<file path="src/rtl/serial_cfg_pkg.sv">
package serial_cfg_pkg;

  typedef enum logic [3:0] {
    ST_IDLE,
    ST_POWER,
    ST_PROG,
    ST_INIT,
    ST_FETCH,
    ST_SHIFT,
    ST_TRAIL,
    ST_PASS,
    ST_FAIL
  } seq_state_e;

  typedef enum logic [1:0] {
    PH_IDLE,
    PH_LOW,
    PH_HIGH
  } cell_phase_e;

endpackage

</file>
<file path="src/rtl/serial_cfg_timer.sv">
module serial_cfg_timer #(
  parameter int CYCLES = 20
) (
  input  logic clk,
  input  logic rst_n,
  input  logic load_i,
  output logic expired_o
);
  localparam int W = (CYCLES > 1) ? $clog2(CYCLES + 1) : 1;

  logic [W-1:0] cnt_q, cnt_d;

  always_comb begin
    cnt_d = cnt_q;
    if (load_i) begin
      cnt_d = W'(CYCLES - 1);
    end else if (cnt_q != '0) begin
      cnt_d = cnt_q - 1'b1;
    end
  end

  always_ff @(posedge clk or negedge rst_n) begin
    if (!rst_n) cnt_q <= '0;
    else        cnt_q <= cnt_d;
  end

  assign expired_o = (cnt_q == '0);

endmodule

</file>
<file path="src/rtl/serial_cfg_cell.sv">
module serial_cfg_cell
  import serial_cfg_pkg::*;
#(
  parameter int HALF = 2
) (
  input  logic clk,
  input  logic rst_n,
  input  logic go_i,
  input  logic bit_i,
  output logic busy_o,
  output logic end_o,
  output logic cclk_o,
  output logic din_o
);
  localparam int CW = (HALF > 1) ? $clog2(HALF) : 1;

  cell_phase_e ph_q, ph_d;
  logic [CW-1:0] cnt_q, cnt_d;
  logic din_q, din_d;
  logic last;

  assign last   = (cnt_q == CW'(HALF - 1));
  assign end_o  = (ph_q == PH_HIGH) && last;
  assign busy_o = (ph_q != PH_IDLE);
  assign cclk_o = (ph_q == PH_HIGH);
  assign din_o  = din_q;

  always_comb begin
    ph_d  = ph_q;
    cnt_d = cnt_q;
    din_d = din_q;
    case (ph_q)
      PH_LOW: begin
        if (last) begin
          ph_d  = PH_HIGH;
          cnt_d = '0;
        end else begin
          cnt_d = cnt_q + 1'b1;
        end
      end
      PH_HIGH: begin
        if (last) begin
          ph_d  = PH_IDLE;
          cnt_d = '0;
        end else begin
          cnt_d = cnt_q + 1'b1;
        end
      end
      default: ;
    endcase
    if (go_i && ((ph_q == PH_IDLE) || end_o)) begin
      ph_d  = PH_LOW;
      cnt_d = '0;
      din_d = bit_i;
    end
  end

  always_ff @(posedge clk or negedge rst_n) begin
    if (!rst_n) begin
      ph_q  <= PH_IDLE;
      cnt_q <= '0;
      din_q <= 1'b0;
    end else begin
      ph_q  <= ph_d;
      cnt_q <= cnt_d;
      din_q <= din_d;
    end
  end

  // data never moves while the clock is high
  assert_din_steady_R5: assert property (@(posedge clk) disable iff (!rst_n)
    cclk_o |-> $stable(din_o));

  // a new cell is only requested when the previous one is idle or ending
  assert_go_aligned_R10: assert property (@(posedge clk) disable iff (!rst_n)
    go_i |-> (!busy_o || end_o));

endmodule

</file>
<file path="src/rtl/serial_cfg_loader.sv">
module serial_cfg_loader
  import serial_cfg_pkg::*;
#(
  parameter int CLK_HZ        = 50_000_000,
  parameter int DELAY_MS      = 50,
  parameter int SIM_DELAY_CYC = 0,
  parameter int INIT_POLLS    = 100000,
  parameter int DONE_PULSES   = 100000,
  parameter int CCLK_HALF     = 2,
  parameter int LEN_W         = 24
) (
  input  logic             clk,
  input  logic             rst_n,
  input  logic             start_i,
  input  logic [LEN_W-1:0] byte_len_i,
  input  logic [7:0]       src_data_i,
  input  logic             src_valid_i,
  input  logic             src_err_i,
  output logic             src_ready_o,
  output logic             pwr_en_o,
  output logic             prog_n_o,
  output logic             cclk_o,
  output logic             din_o,
  input  logic             init_i,
  input  logic             done_i,
  output logic             busy_o,
  output logic             ok_o,
  output logic             fail_o
);
  localparam int DELAY_CYC = (SIM_DELAY_CYC != 0) ? SIM_DELAY_CYC : (CLK_HZ / 1000) * DELAY_MS;
  localparam int POLL_MAX  = (INIT_POLLS > DONE_PULSES) ? INIT_POLLS : DONE_PULSES;
  localparam int PW        = $clog2(POLL_MAX + 1);

  // reset: asserted asynchronously, released on the clock
  logic [1:0] rs_q;
  logic rst_int_n;
  always_ff @(posedge clk or negedge rst_n) begin
    if (!rst_n) rs_q <= 2'b00;
    else        rs_q <= {rs_q[0], 1'b1};
  end
  assign rst_int_n = rs_q[1];

  seq_state_e state_q, state_d;
  logic             pwr_q, pwr_d;
  logic [LEN_W-1:0] left_q, left_d;
  logic [7:0]       sh_q, sh_d;
  logic [2:0]       bitn_q, bitn_d;
  logic [PW-1:0]    poll_q, poll_d;

  logic tmr_load, tmr_exp;
  logic cell_go, cell_bit, cell_busy, cell_end;

  serial_cfg_timer #(.CYCLES(DELAY_CYC)) u_timer (
    .clk      (clk),
    .rst_n    (rst_int_n),
    .load_i   (tmr_load),
    .expired_o(tmr_exp)
  );

  serial_cfg_cell #(.HALF(CCLK_HALF)) u_cell (
    .clk   (clk),
    .rst_n (rst_int_n),
    .go_i  (cell_go),
    .bit_i (cell_bit),
    .busy_o(cell_busy),
    .end_o (cell_end),
    .cclk_o(cclk_o),
    .din_o (din_o)
  );

  always_comb begin
    state_d  = state_q;
    pwr_d    = pwr_q;
    left_d   = left_q;
    sh_d     = sh_q;
    bitn_d   = bitn_q;
    poll_d   = poll_q;
    tmr_load = 1'b0;
    cell_go  = 1'b0;
    cell_bit = 1'b0;
    case (state_q)
      ST_IDLE, ST_PASS, ST_FAIL: begin
        if (start_i) begin
          state_d  = ST_POWER;
          pwr_d    = 1'b1;
          left_d   = byte_len_i;
          tmr_load = 1'b1;
        end
      end
      ST_POWER: begin
        if (tmr_exp) begin
          state_d  = ST_PROG;
          tmr_load = 1'b1;
        end
      end
      ST_PROG: begin
        if (tmr_exp) begin
          state_d = ST_INIT;
          poll_d  = '0;
        end
      end
      ST_INIT: begin
        if (init_i) begin
          poll_d  = '0;
          state_d = (left_q == '0) ? ST_TRAIL : ST_FETCH;
        end else if (poll_q == PW'(INIT_POLLS - 1)) begin
          state_d = ST_FAIL;
        end else begin
          poll_d = poll_q + 1'b1;
        end
      end
      ST_FETCH: begin
        if (src_err_i) begin
          state_d = ST_FAIL;
        end else if (src_valid_i) begin
          cell_go  = 1'b1;
          cell_bit = src_data_i[7];
          sh_d     = {src_data_i[6:0], 1'b0};
          bitn_d   = 3'd7;
          left_d   = left_q - 1'b1;
          state_d  = ST_SHIFT;
        end
      end
      ST_SHIFT: begin
        if (cell_end) begin
          if (bitn_q != 3'd0) begin
            cell_go  = 1'b1;
            cell_bit = sh_q[7];
            sh_d     = {sh_q[6:0], 1'b0};
            bitn_d   = bitn_q - 1'b1;
          end else begin
            state_d = (left_q == '0) ? ST_TRAIL : ST_FETCH;
          end
        end
      end
      ST_TRAIL: begin
        if (!cell_busy) begin
          if (done_i) begin
            state_d = ST_PASS;
          end else if (poll_q == PW'(DONE_PULSES)) begin
            state_d = ST_FAIL;
          end else begin
            cell_go = 1'b1;
            poll_d  = poll_q + 1'b1;
          end
        end
      end
      default: state_d = ST_IDLE;
    endcase
  end

  always_ff @(posedge clk or negedge rst_int_n) begin
    if (!rst_int_n) begin
      state_q <= ST_IDLE;
      pwr_q   <= 1'b0;
      left_q  <= '0;
      sh_q    <= '0;
      bitn_q  <= '0;
      poll_q  <= '0;
    end else begin
      state_q <= state_d;
      pwr_q   <= pwr_d;
      left_q  <= left_d;
      sh_q    <= sh_d;
      bitn_q  <= bitn_d;
      poll_q  <= poll_d;
    end
  end

  assign pwr_en_o    = pwr_q;
  assign prog_n_o    = (state_q != ST_PROG);
  assign src_ready_o = (state_q == ST_FETCH);
  assign ok_o        = (state_q == ST_PASS);
  assign fail_o      = (state_q == ST_FAIL);
  assign busy_o      = !(state_q inside {ST_IDLE, ST_PASS, ST_FAIL});

  assert_excl_R9: assert property (@(posedge clk) disable iff (!rst_int_n)
    !(ok_o && fail_o));

  assert_fail_hold_R9: assert property (@(posedge clk) disable iff (!rst_int_n)
    (fail_o && !start_i) |=> fail_o);

  assert_pwr_hold_R2: assert property (@(posedge clk) disable iff (!rst_int_n)
    pwr_en_o |=> pwr_en_o);

  assert_quiet_prog_R3: assert property (@(posedge clk) disable iff (!rst_int_n)
    !prog_n_o |-> !cclk_o);

  assert_pass_done_R7: assert property (@(posedge clk) disable iff (!rst_int_n)
    $rose(ok_o) |-> $past(done_i));

  assert_ready_busy_R6: assert property (@(posedge clk) disable iff (!rst_int_n)
    src_ready_o |-> (busy_o && !cclk_o));

endmodule

</file>
<file path="config.mk">
export PLATFORM = sky130hd
export DESIGN_NAME = serial_cfg_loader
export DESIGN_NICKNAME = d
export VERILOG_FILES = /design/src/rtl/serial_cfg_pkg.sv /design/src/rtl/serial_cfg_timer.sv /design/src/rtl/serial_cfg_cell.sv /design/src/rtl/serial_cfg_loader.sv
export SDC_FILE = /design/constraint.sdc
export NUM_CORES = 1
export LEC_CHECK = 0
export BUFFER_PORTS_ARGS = -buffer_cell sky130_fd_sc_hd__buf_2
export CORE_AREA = 8 8 138 140
export CTS_CLUSTER_DIAMETER = 30
export DETAILED_ROUTE_END_ITERATION = 12
export DIE_AREA = 0 0 146 148
export GPL_ROUTABILITY_DRIVEN = 0
export PLACE_DENSITY = 0.49
export SETUP_SLACK_MARGIN = 0.4
export SLEW_MARGIN = 20
export SYNTH_ARGS = -nofsm -noshare
export SYNTH_HDL_FRONTEND = slang
export SYNTH_SLANG_ARGS = --single-unit
</file>
<file path="constraint.sdc">
create_clock -name clk -period 6.3 [get_ports clk]
set_input_delay 0 -clock clk [delete_from_list [all_inputs] [get_ports clk]]
set_output_delay 0 -clock clk [all_outputs]
set_load 0.02 [all_outputs]
</file>
==> reports/metrics.sh, run 1 <==
OUTCOME='finished clean'
CTS_TREE='yes'
SLOWEST_STAGE_DELAY_ON_CRITICAL_PATH_NS=0.69
ACHIEVABLE-FREQUENCY_GHz=0.285
POWER.LEAKAGE_nW=2.39
NUMBER_OF_SYNTHESIZED_REGISTER_BITS=84
GRT_PASS1_VIAS=4261
POST_ROUTE_CELLS_DRIVE_ABOVE_1_SHARE=0.127
MAX-CAP-VIOLATIONS=0
SYNTHDOMINANTAREACELLTYPE='sky130_fd_sc_hd__dfrtp_1'
POWER.TOTAL_W=0.00200
P_SEQ_FRAC=0.413
CP.ARRIVAL_NS=3.71
DRT-WIRELENGTH-PER-CELL_UM=14.1
REG2REG_TO='left_q[21]'
MIN-DELAY-START='byte_len_i[12]'
TOTAL_SWITCHING_POWER_W=0.000734
LARGEST_NET_DEGREE_AT_THE_START_OF_GLOBAL_ROUTING=54
INTERNAL_POWER_W=0.00126
SLEW_VIOLATIONS=0
WORSTPATHCELLLIST='or4b_1 > buf_4 > inv_1 > nand3b_1 > nand2_1 > o21ai_0 > o2bb2ai_1'
GRT-OVFL-TOTAL=0
SW_FRAC_OF_TOTAL=0.367
PRE_REPAIR_DR_ITERATION_COUNT=4
DIE_W_UM=146
CLOCK-SKEW-FINAL_NS=0.0124
FP.DIEAREA_UM2=21600
SYNTH-EDFF-COUNT=0
CLKPWRFRAC=0.273
WORST_SETUP_PATH_START_KIND='register'
TIMING.HOLD.WORST.CLASS='in -> reg'
ASYNCSETRESETFLOPFRACSYNTH=1.00
GRT_PASS1_WL_UM=20800
SETUP_TOTAL_NEGATIVE_SLACK_NS=0
INITIAL_UTILIZATION=0.290
HOLDPATHEND='left_q[12]'
YOSYSWARNINGS=0
N_ANTENNA_CELL=0
MULTIINPUTGATEAREA_UM2=2610
SYNTH.YOSYS.SEQ_AREA_SHARE=0.427
CLKTRANSATPATHREGS_NS=0.06
REG2REG_SLACK_NS=2.79
HOLD_DEPTH=3
PLACE.PORT_BUFFERS=46
FINAL.PERIOD_UTILIZATION=0.558
WORSTSKEWPAIRLATENCY_NS=0.34
P_COMB_FRAC=0.314
COUNT_OF_ENDPOINTS_FAILING_HOLD_IN_THE_FINAL_TIMING_REPORT=0
GRT_UTIL_ALL_LAYERS=0.115
DETAILROUTE.VIA_COUNT=4350
CORE_UM2=16900
DRT_ITER0_MARKERS=277
CLOCK_SINK_COUNT=84
SEQUENTIAL_CELL_AREA_UM2=2110
WORST_PATH_REQUIRED_NS=6.49
SYN2LAYOUT_AREA_GROWTH_PCT=21.3
GRT_SETUP_UNREPAIRED='false'
NUMBER_OF_ANTENNA_VIOLATIONS_AT_THE_FIRST_CHECK_IN_GLOBAL_ROUTING=0
SETUP.WORST_PATH.CLASS='reg -> reg'
TIMING.FINAL.CRIT_PERIOD_NS=3.51
YOSYSTOPAREACELLSHARE=0.427
CTS_ROOT_BUFFER='sky130_fd_sc_hd__clkbuf_16'
SYNTH_TOP_CELLS_BY_AREA='sky130_fd_sc_hd__dfrtp_1, sky130_fd_sc_hd__o21ai_0, sky130_fd_sc_hd__nand2_1'
CTS_RESIZED=0
PWR_DENSITY_CELL_nW_PER_UM2=335
NUM_IO_PINS=47
FILL_CELLS=1775
YOSYSMOSTFREQUENTCELL='sky130_fd_sc_hd__dfrtp_1'
POST_SYNTH_MOST_FREQUENT_CELLS='sky130_fd_sc_hd__dfrtp_1, sky130_fd_sc_hd__nand2_1, sky130_fd_sc_hd__nor2_1'
DETAIL_ROUTE.DRC_VIOLATIONS=0
ROWS=48
DIE_H_UM=148
ANTENNA_LEFT=0
CRIT_PATH_END_KIND='register'
WORSTREG2REGSTART='state_q[2]'
YS_DOMINANT_REG_CELL='sky130_fd_sc_hd__dfrtp_1'
POST-DP-HPWL_UM=8370
FF2FF_PATH_DEPTH=7
SYNTH.LIB_CELLS_USED.DISTINCT=60
HTREE_LEVELS=3
SYNTH.NET_COUNT=617
ROUTED_VIA_DENSITY=5.09
FINISH.NET_COUNT=673
POST_SYNTH_INST_COUNT=569
RELSLEWSLACK=0.420
CLOCK_PATH_BUFFERS=2
MAX_SLEW.WORST_PIN.SLEW_NS=0.869
SYNTH_AREA_PER_CELL_UM2=8.65
WORST_PATH_MAX_DELAY_CELL='sky130_fd_sc_hd__inv_1'
TIMING.CRITICAL_PATH.FANOUT_MAX=41
TRITONCTS.NUM_BUFFERS=9
SYNTHESIS.AREA_UM2=4920
WIRELENGTH_UM=12100
PEAKVDDDROP_mV=0.143
POSTCTSSETUPBUFFERS=0
SETUP_VIOLATIONS=0
==> placed cells by master, fill, tap and decap left out, types with 3 or more instances in the layout <==
cell	instances
sky130_fd_sc_hd__or4_1	7
sky130_fd_sc_hd__a22oi_1	8
sky130_fd_sc_hd__clkbuf_16	9
sky130_fd_sc_hd__o31ai_1	12
sky130_fd_sc_hd__o41ai_1	6
sky130_fd_sc_hd__buf_4	3
sky130_fd_sc_hd__nor2b_1	6
sky130_fd_sc_hd__dfrtp_1	83
sky130_fd_sc_hd__dlygate4sd3_1	31
sky130_fd_sc_hd__mux2i_1	9
sky130_fd_sc_hd__o21ai_0	49
sky130_fd_sc_hd__nand2b_1	5
sky130_fd_sc_hd__xor2_1	12
sky130_fd_sc_hd__inv_1	16
sky130_fd_sc_hd__nand3b_1	5
sky130_fd_sc_hd__a31oi_1	7
sky130_fd_sc_hd__o21ai_1	3
sky130_fd_sc_hd__nand3_1	16
sky130_fd_sc_hd__and2_1	3
sky130_fd_sc_hd__nand4_1	7
sky130_fd_sc_hd__ha_1	9
sky130_fd_sc_hd__nand2_1	64
sky130_fd_sc_hd__o2bb2ai_1	10
sky130_fd_sc_hd__or3_1	11
sky130_fd_sc_hd__o31a_1	3
sky130_fd_sc_hd__xnor2_1	5
sky130_fd_sc_hd__a21oi_1	34
sky130_fd_sc_hd__buf_2	47
sky130_fd_sc_hd__a22o_1	3
sky130_fd_sc_hd__o22ai_1	3
sky130_fd_sc_hd__nand4b_1	4
sky130_fd_sc_hd__nor3b_1	3
sky130_fd_sc_hd__nor3_1	19
sky130_fd_sc_hd__a211o_1	3
sky130_fd_sc_hd__mux2_4	3
sky130_fd_sc_hd__nor4_1	9
sky130_fd_sc_hd__nor2_1	61
==> power groups by stage <==
stage                     logic (W)  registers [W]  clock network, W
after global routing       0.000719       0.000851          0.000585
after floorplan            0.000523       0.000777                 0
after global placement     0.000591       0.000831                 0
after CTS                  0.000633       0.000822          0.000567
after detailed placement   0.000616       0.000829                 0
final                      0.000627       0.000825          0.000546
==> repair_timing <==
| item | CTS | global route |
|---|---|---|
| endpoints found under the hold margin | 31 | 0 |
| hold buffers | 31 | 0 |
| setup endpoints to repair | 0 | 0 |
==> how the worst max path moves through the flow <==
stage / from / end / slack (ns) / cells past startpoint
after floorplan: rs_q[1] / bitn_q[0] / 3.79 / 0
after global placement: state_q[2] / left_q[14] / 2.98 / 8
after detailed placement: state_q[2] / left_q[21] / 2.81 / 7
after CTS: state_q[2] / left_q[14] / 2.80 / 8
after global routing: state_q[2] / left_q[21] / 2.44 / 7
final: state_q[2] / left_q[21] / 2.79 / 7
==> metal layers <==
metal  wire (um)  global-route usage
met2        5730               0.191
met3         420              0.0263
met5           0                   0
met4         136              0.0350
met1        5800               0.146
==> final cells by class <==
| type | instances | area share |
|---|---|---|
| Sequential cell | 84 | 0.353 |
| Clock buffer | 10 | 0.0401 |
| Tap cell | 225 | 0.0472 |
| Clock inverter | 6 | 0.0120 |
| Multi-Input combinational cell | 432 | 0.438 |
| Inverter | 16 | 0.0101 |
| Timing Repair Buffer | 82 | 0.0998 |
==> worst max-delay path: cells and delay by family (launching register included) <==
family,cells,cell delay [ns]
AO/OA/AOI/OAI,2,0.40
AND/OR/NAND/NOR,3,1.31
flip-flops,1,0.66
buffers and inverters,2,0.95
==> cell families (layout without fill, tap and decap cells) <==
logic type	Yosys count	in the layout	synth area share
adders and majority gates	9	9	0.0229
muxes	15	15	0.0343
other	1	1	0.000762
AOI/OAI and AO/OA	153	153	0.195
buffers and inverters	53	114	0.0427
xor gates and xnor gates	17	17	0.0303
and+or+nand+nor	237	237	0.246
DFF	84	84	0.427
==> metrics by stage <==
| step | utilization | instances | hold WS, ns | area (um^2) | setup WS (ns) |
|---|---|---|---|---|---|
| finish | 0.352 | 855 | 0.0313 | 5970 | 2.79 |
| global route | 0.352 | 855 | 0.0252 | 5970 | 2.44 |
| CTS | 0.352 | 854 | 0.0246 | 5960 | 2.80 |
| detailed placement | 0.315 | 807 | -0.215 | 5340 | 2.81 |
| global placement | 0.314 | 806 | -0.216 | 5310 | 2.98 |
| floorplan | - | 569 | -0.296 | 4920 | 3.79 |
==> state kept, by name (all words and copies together), names as in the netlist <==
name           cells
left_q            24
u_timer.cnt_q     22
poll_q            17
sh_q               7
state_q            4
bitn_q             3
rs_q               2
u_cell.ph_q        2
pwr_en_o           1
u_cell.cnt_q       1
u_cell.din_o       1
Power figures use the tool's default switching activity.
==> run 2: changes to the inputs <==
ABC_AREA = 1   (was unset)
CORE_AREA = 8 8 146 148   (was 8 8 138 140)
DIE_AREA = 0 0 154 156   (was 0 0 146 148)
clock period = 3.3 ns   (was 6.3 ns; I/O delays follow)
==> run 2 against run 1 <==
  * Hold slack got worse by 0.019 ns
  * Global-route usage grew 1.4 points
  * Setup slack lost 1.9 ns
  * Highest routed layer is now met5
  * Non-clock buffer count is 2 lower
  * Largest power group is now combinational cells
  * Die area grew 11%
==> reports/metrics.sh, run 2 <==
OUTCOME='finished clean'
WIRELENGTH_UM=14600
CRITICAL_PATH.N_BUFFERS_INVERTERS=2
TIMING.HOLD.WORST.CLASS='in -> reg'
SEQUENTIAL_CELL_AREA_UM2=2110
SETUP_TOTAL_NEGATIVE_SLACK_NS=0
GRT-OVFL-TOTAL=0
YOSYSTOPAREACELLSHARE=0.374
FINISH.NET_COUNT=926
DIE_W_UM=154
DETAIL_ROUTE.DRC_VIOLATIONS=0
SYNTH.LIB_CELLS_USED.DISTINCT=45
WORSTSKEWPAIRLATENCY_NS=0.35
SETUP_VIOLATIONS=0
GRT_PASS1_WL_UM=25300
SYNTH.NET_COUNT=856
WORST_PATH_REQUIRED_NS=3.52
MOST_COMMON_LIBRARY_CELL_IN_THE_LAYOUT_IGNORING_FILL_AND_TAPS='sky130_fd_sc_hd__nand2_1'
N_ANTENNA_CELL=0
CRITICAL_PATH.ENDPOINT='left_q[12]'
NUM_IO_PINS=47
CP.ARRIVAL_NS=2.68
FF2FF_PATH_DEPTH=8
CLOCK-SKEW-FINAL_NS=0.0138
WORSTPATHCELLLIST='inv_1 > nand2_1 > nor2_4 > o21ai_0 > o21ai_4 > inv_2 > o21ai_0 > o22ai_1'
RELSLEWSLACK=0.382
TIMING.FINAL.CRIT_PERIOD_NS=2.46
POST_SYNTH_MOST_FREQUENT_CELLS='sky130_fd_sc_hd__nand2_1, sky130_fd_sc_hd__nor2_1, sky130_fd_sc_hd__inv_1'
SYNTHESIS.AREA_UM2=5620
FINAL.PERIOD_UTILIZATION=0.746
DIE_H_UM=156
DRT-WIRELENGTH-PER-CELL_UM=13.0
MULTIINPUTGATEAREA_UM2=3000
ASYNCSETRESETFLOPFRACSYNTH=1.00
SYN2LAYOUT_AREA_GROWTH_PCT=18.1
TIMING.CRITICAL_PATH.MAX_DELAY_FAMILY='compound AO/OA/AOI/OAI gates'
WORSTREG2REGSTART='state_q[3]'
DP_WORST_SETUP_SLACK_NS=0.840
LARGEST_REGISTER_FFS=24
POST-DP-HPWL_UM=10600
BIGGESTREGSBYFLOPS='left_q: 24 flops, u_timer.cnt_q: 22 flops, poll_q: 17 flops'
CLOCK_PATH_BUFFERS=2
ACHIEVABLE-FREQUENCY_GHz=0.406
YOSYSMOSTFREQUENTCELL='sky130_fd_sc_hd__nand2_1'
PLACE.PORT_BUFFERS=46
FILL_CELLS=2027
GRT_UTIL_ALL_LAYERS=0.129
CLOCK_SINK_COUNT=84
CRIT_PATH_END_KIND='register'
SYNTH_AREA_PER_CELL_UM2=6.95
MAX-CAP-VIOLATIONS=0
PATH_COMMON_CELL='sky130_fd_sc_hd__o21ai_0'
SYNTH_TOP_CELLS_BY_AREA='sky130_fd_sc_hd__dfrtp_1, sky130_fd_sc_hd__nand2_1, sky130_fd_sc_hd__nor2_1'
ROUTED_VIA_DENSITY=4.65
CTS_TREE='yes'
CLKTRANSATPATHREGS_NS=0.07
SLEW_VIOLATIONS=0
WORST_SETUP_PATH_START_KIND='register'
SYNTHDOMINANTAREACELLTYPE='sky130_fd_sc_hd__dfrtp_1'
SETUP.WORST_PATH.CLASS='reg -> reg'
POST_ROUTE_CELLS_DRIVE_ABOVE_1_SHARE=0.131
POST_SYNTH_INST_COUNT=808
NUMBER_OF_SYNTHESIZED_REGISTER_BITS=84
FINAL_CELL_MIX='sky130_fd_sc_hd__nand2_1, sky130_fd_sc_hd__nor2_1, sky130_fd_sc_hd__inv_1, sky130_fd_sc_hd__dfrtp_1, sky130_fd_sc_hd__nand3_1'
WORST_PATH_MAX_DELAY_CELL='sky130_fd_sc_hd__nor2_4'
REG2REG_TO='left_q[12]'
SETUP_WS_NS=0.838
POWER.LEAKAGE_nW=3.11
YOSYSWARNINGS=0
GRT_SETUP_UNREPAIRED='false'
LARGEST_NET_DEGREE_AT_THE_START_OF_GLOBAL_ROUTING=67
COUNT_OF_ENDPOINTS_FAILING_HOLD_IN_THE_FINAL_TIMING_REPORT=0
SETUP.WORST_PATH.START='state_q[3]'
WORSTSETUPPATHDEPTH=8
TIMING.CRITICAL_PATH.FANOUT_MAX=32
CTS_ROOT_BUFFER='sky130_fd_sc_hd__clkbuf_16'
ANTENNA_LEFT=0
GRT_PASS1_VIAS=5105
SYNTH.YOSYS.SEQ_AREA_SHARE=0.374
FP.DIEAREA_UM2=24000
TRITONCTS.NUM_BUFFERS=9
PWR_DENSITY_CELL_nW_PER_UM2=621
CORE_UM2=19100
PRE_REPAIR_DR_ITERATION_COUNT=5
SYNTH-EDFF-COUNT=0
PEAKVDDDROP_mV=0.276
INITIAL_UTILIZATION=0.294
DETAILROUTE.VIA_COUNT=5214
SLOWEST_STAGE_DELAY_ON_CRITICAL_PATH_NS=0.52
NUMBER_OF_ANTENNA_VIOLATIONS_AT_THE_FIRST_CHECK_IN_GLOBAL_ROUTING=1
DRT_ITER0_MARKERS=342
LARGEST-REGISTER='left_q'
MAX_SLEW.WORST_PIN.SLEW_NS=0.927
ROWS=51
REG2REG_SLACK_NS=0.84
HTREE_LEVELS=3
YS_DOMINANT_REG_CELL='sky130_fd_sc_hd__dfrtp_1'
run 2: worst min path at each step:
stage | from | endpoint | slack, ns | depth (start not counted)
final | byte_len_i[16] | left_q[16] | 0.01 | 3
after global routing | byte_len_i[16] | left_q[16] | 0.02 | 3
after CTS | byte_len_i[16] | left_q[16] | 0.005 | 3
after detailed placement | rst_n | rs_q[0] | -0.21 | 1
after global placement | rst_n | rs_q[0] | -0.21 | 1
after floorplan | rst_n | rs_q[0] | -0.30 | 0
run 2: layout make-up:
class	count	share of cell area
clock buffers	9	0.0340
well taps	238	0.0449
clock inverters	7	0.0111
flip-flops and latches	84	0.318
repair buffers	80	0.0842
multi-input cells	604	0.452
inverters	99	0.0564
run 2: what timing repair did:
action                                 4_1_cts  5_1_grt
setup endpoints to repair                    0        0
hold buffers                                29        0
gates resized for setup                      0        0
setup buffers                                0        0
endpoints found under the hold margin       29        0
run 2: cells by family (layout without fill, tap and decap cells):
group / after synthesis / in the layout / synth area share
AND/OR/NAND/NOR: 457 / 457 / 0.357
flip-flops: 84 / 84 / 0.374
buffers and inverters: 120 / 195 / 0.0922
other: 1 / 1 / 0.000668
XOR/XNOR: 24 / 24 / 0.0374
adder cells (fa/ha/maj): 9 / 9 / 0.0200
AO/OA/AOI/OAI: 113 / 113 / 0.119
run 2: layer usage:
layer,GRT usage,up-vias,share of wire
li1,-,2740,-
met1,0.175,2388,0.51
met2,0.197,65,0.44
met3,0.0277,19,0.035
met4,0.0448,2,0.015
met5,0,-,0.00068
run 2: power by group:
part / switching, W / total (W) / internal (W)
combinational: 0.00102 / 0.00154 / 0.000520
clock: 0.000457 / 0.00105 / 0.000591
sequential: 0.000231 / 0.00152 / 0.00129
total: 0.00171 / 0.00411 / 0.00240
run 2: per-stage QoR:
step	hold WS [ns]	power (W)	std cells	area (um^2)	util
global placement	-0.212	0.00306	1076	6040	0.317
floorplan	-0.296	0.00275	808	5620	-
CTS	0.00493	0.00417	1121	6630	0.348
detailed placement	-0.215	0.00307	1076	6040	0.317
finish	0.0125	0.00411	1121	6630	0.348
global route	0.0225	0.00448	1121	6630	0.348
run 2: worst min-delay path, stage by stage:
cell and delay, ns:
sky130_fd_sc_hd__buf_2 0.08, sky130_fd_sc_hd__o21ai_0 0.08, sky130_fd_sc_hd__a22oi_1 0.16
==> run 3: changes to the inputs <==
ABC_AREA = 0   (was 1)
CORE_AREA = 8 8 138 140   (was 8 8 146 148)
DIE_AREA = 0 0 146 148   (was 0 0 154 156)
PLACE_DENSITY = 0.51   (was 0.49)
clock period = 2.1 ns   (was 3.3 ns; I/O delays follow)
==> run 3 against run 2 <==
  * The flow now finishes with violations (setup timing)
  * Sequential share of layout area shrank 5.2 points
  * Utilization grew 12 points
  * Wire length grew 4.2%
  * Via count shrank 1.1%
  * Cell count shrank 9.6%
  * Die area shrank 10%
  * Largest cell class unchanged
==> reports/metrics.sh, run 3 (synthesized netlist as in run 1, its figures left out) <==
OUTCOME='complete, but fails checks'
VIOLATIONS='setup timing'
BIGGESTREGSBYFLOPS='left_q: 24 flops, u_timer.cnt_q: 22 flops, poll_q: 17 flops'
CP.ARRIVAL_NS=2.61
INITIAL_UTILIZATION=0.290
MOST_COMMON_LIBRARY_CELL_IN_THE_LAYOUT_IGNORING_FILL_AND_TAPS='sky130_fd_sc_hd__buf_4'
FILL_CELLS=1617
P_SEQ_FRAC=0.300
CLKPWRFRAC=0.233
N_ANTENNA_CELL=0
ROUTED_VIA_DENSITY=5.09
PRE_REPAIR_DR_ITERATION_COUNT=4
DIE_W_UM=146
GRT_PASS1_VIAS=5224
CORE_UM2=16900
NUMBER_OF_ANTENNA_VIOLATIONS_AT_THE_FIRST_CHECK_IN_GLOBAL_ROUTING=0
POST-DP-HPWL_UM=9920
POWER.TOTAL_W=0.00800
SETUP.WORST_PATH.CLASS='reg -> reg'
FINAL.PERIOD_UTILIZATION=1.13
CTS_TREE='yes'
CLOCK-SKEW-FINAL_NS=0.00944
DETAIL_ROUTE.DRC_VIOLATIONS=0
LARGEST-REGISTER='left_q'
TOTAL_SWITCHING_POWER_W=0.00284
GRT-OVFL-TOTAL=0
CLKTRANSATPATHREGS_NS=0.07
GRT_PASS1_WL_UM=24800
TIMING.CRITICAL_PATH.FANOUT_MAX=4
TIMING.HOLD.WORST.CLASS='in -> reg'
POST_ROUTE_CELLS_DRIVE_ABOVE_1_SHARE=0.409
DETAILROUTE.VIA_COUNT=5158
LARGEST_REGISTER_FFS=24
FP.DIEAREA_UM2=21600
SETUP.WORST_PATH.START='u_timer.cnt_q[7]'
DIE_H_UM=148
LARGEST_NET_DEGREE_AT_THE_START_OF_GLOBAL_ROUTING=53
NUM_IO_PINS=47
WORST_SETUP_PATH_START_KIND='register'
SETUP_WS_NS=-0.276
CTS_ROOT_BUFFER='sky130_fd_sc_hd__clkbuf_16'
HTREE_LEVELS=3
ANTENNA_LEFT=0
FIN_UTIL=0.468
TRITONCTS.NUM_BUFFERS=9
POWER.LEAKAGE_nW=3.38
SLEW_VIOLATIONS=0
P_COMB_FRAC=0.467
GRT_SETUP_UNREPAIRED='true'
PLACE.PORT_BUFFERS=46
COUNT_OF_ENDPOINTS_FAILING_HOLD_IN_THE_FINAL_TIMING_REPORT=0
REG2REG_TO='state_q[2]'
WORSTREG2REGSTART='u_timer.cnt_q[7]'
TIMING.FINAL.CRIT_PERIOD_NS=2.38
DRT-WIRELENGTH-PER-CELL_UM=15.0
ACHIEVABLE-FREQUENCY_GHz=0.421
WIRELENGTH_UM=15200
REG2REG_SLACK_NS=-0.28
CRIT_PATH_END_KIND='register'
WORST_PATH_REQUIRED_NS=2.33
FF2FF_PATH_DEPTH=6
ROWS=48
SETUP_VIOLATIONS=54
PWR_DENSITY_CELL_nW_PER_UM2=1010
CLOCK_PATH_BUFFERS=2
CLOCK_SINK_COUNT=84
DRT_ITER0_MARKERS=207
MAX-CAP-VIOLATIONS=0
FINAL_CELL_MIX='sky130_fd_sc_hd__buf_4, sky130_fd_sc_hd__dfrtp_1, sky130_fd_sc_hd__nand2_1, sky130_fd_sc_hd__nor2_1, sky130_fd_sc_hd__buf_2'
PEAKVDDDROP_mV=0.751
FINISH.NET_COUNT=831
SW_FRAC_OF_TOTAL=0.355
INTERNAL_POWER_W=0.00516
CRITICAL_PATH.ENDPOINT='state_q[2]'
SYN2LAYOUT_AREA_GROWTH_PCT=61.2
WORSTSKEWPAIRLATENCY_NS=0.35
GRT_UTIL_ALL_LAYERS=0.138
-- run 3: cell count changes in the layout (fill, tap and decap cells not counted), sizes merged, moves of 8 or more --
cell     previous run  this run
inv               100        18
o21ai              69        52
nor2              140        62
xor2               20        12
or3                 0        12
or4                 0         8
o2bb2ai             0        10
buf                51       207
a21oi              14        34
nand3              62        17
o31ai               0        12
mux2i               0         9
nand2             209        64
-- run 3: per-stage QoR --
step                      cell area (um^2)  cells  setup slack, ns  setup TNS, ns  hold slack [ns]
after floorplan                       5170    569           -0.375          -3.05           -0.296
after global placement                6390    924           -0.316         -10.29           -0.214
after detailed placement              6390    924           -0.345         -12.03           -0.208
after CTS                             7590    998           -0.267          -7.42          0.00236
after global routing                  7930   1013           -0.358         -14.47           0.0249
final                                 7930   1013           -0.276          -9.47          0.00498
-- run 3: worst min-delay path by stage --
stage                  start            to  slack (ns)  cells past startpoint
2_1_floorplan          rst_n       rs_q[0]       -0.30                      0
3_3_place_gp           rst_n       rs_q[0]       -0.21                      1
3_5_place_dp           rst_n       rs_q[0]       -0.21                      1
4_1_cts        src_data_i[7]  u_cell.din_o       0.002                      3
5_1_grt        byte_len_i[5]     left_q[5]        0.02                      3
6_report       byte_len_i[5]     left_q[5]       0.005                      3
-- run 3: metal layers --
layer	track usage	share of wire	wire length, um	up-vias
met5	0	0	0	-
met4	0.0551	0.017	265	0
met3	0.0318	0.035	531	23
met2	0.233	0.51	7730	80
met1	0.169	0.44	6690	2553
li1	-	-	-	2502
-- run 3: repair_timing --
item | 4_1_cts | 5_1_grt
gates cloned | 4 | 0
resized for setup | 77 | 51
pin swaps | 27 | 29
endpoints found under the setup margin | 84 | 86
hold buffers | 30 | 0
endpoints found under the hold margin | 30 | 0
buffers inserted | 24 | 15
-- run 3: cell type report --
class | count | area (um^2) | share of cell area
clock buffers | 11 | 233 | 0.0293
clock inverters | 5 | 108 | 0.0136
inverters | 16 | 60.1 | 0.00757
multi-input cells | 434 | 3170 | 0.399
flip-flops and latches | 84 | 2110 | 0.266
well taps | 225 | 282 | 0.0355
repair buffers | 238 | 1980 | 0.249
-- run 3: power by group through the flow --
| stage | clock network, W | logic, W | registers, W |
|---|---|---|---|
| floorplan | 0 | 0.00176 | 0.00238 |
| global placement | 0 | 0.00272 | 0.00237 |
| detailed placement | 0 | 0.00281 | 0.00239 |
| CTS | 0.00192 | 0.00341 | 0.00237 |
| global route | 0.00198 | 0.00409 | 0.00245 |
| finish | 0.00186 | 0.00374 | 0.00240 |
-- run 3: worst max-delay path, cell delays in order (launching register included) --
cell,delay [ns]
sky130_fd_sc_hd__dfrtp_1,0.37
sky130_fd_sc_hd__or4_4,0.53
sky130_fd_sc_hd__and4bb_2,0.34
sky130_fd_sc_hd__nand3_2,0.07
sky130_fd_sc_hd__a211o_1,0.27
sky130_fd_sc_hd__or3_4,0.37
sky130_fd_sc_hd__mux2_4,0.31
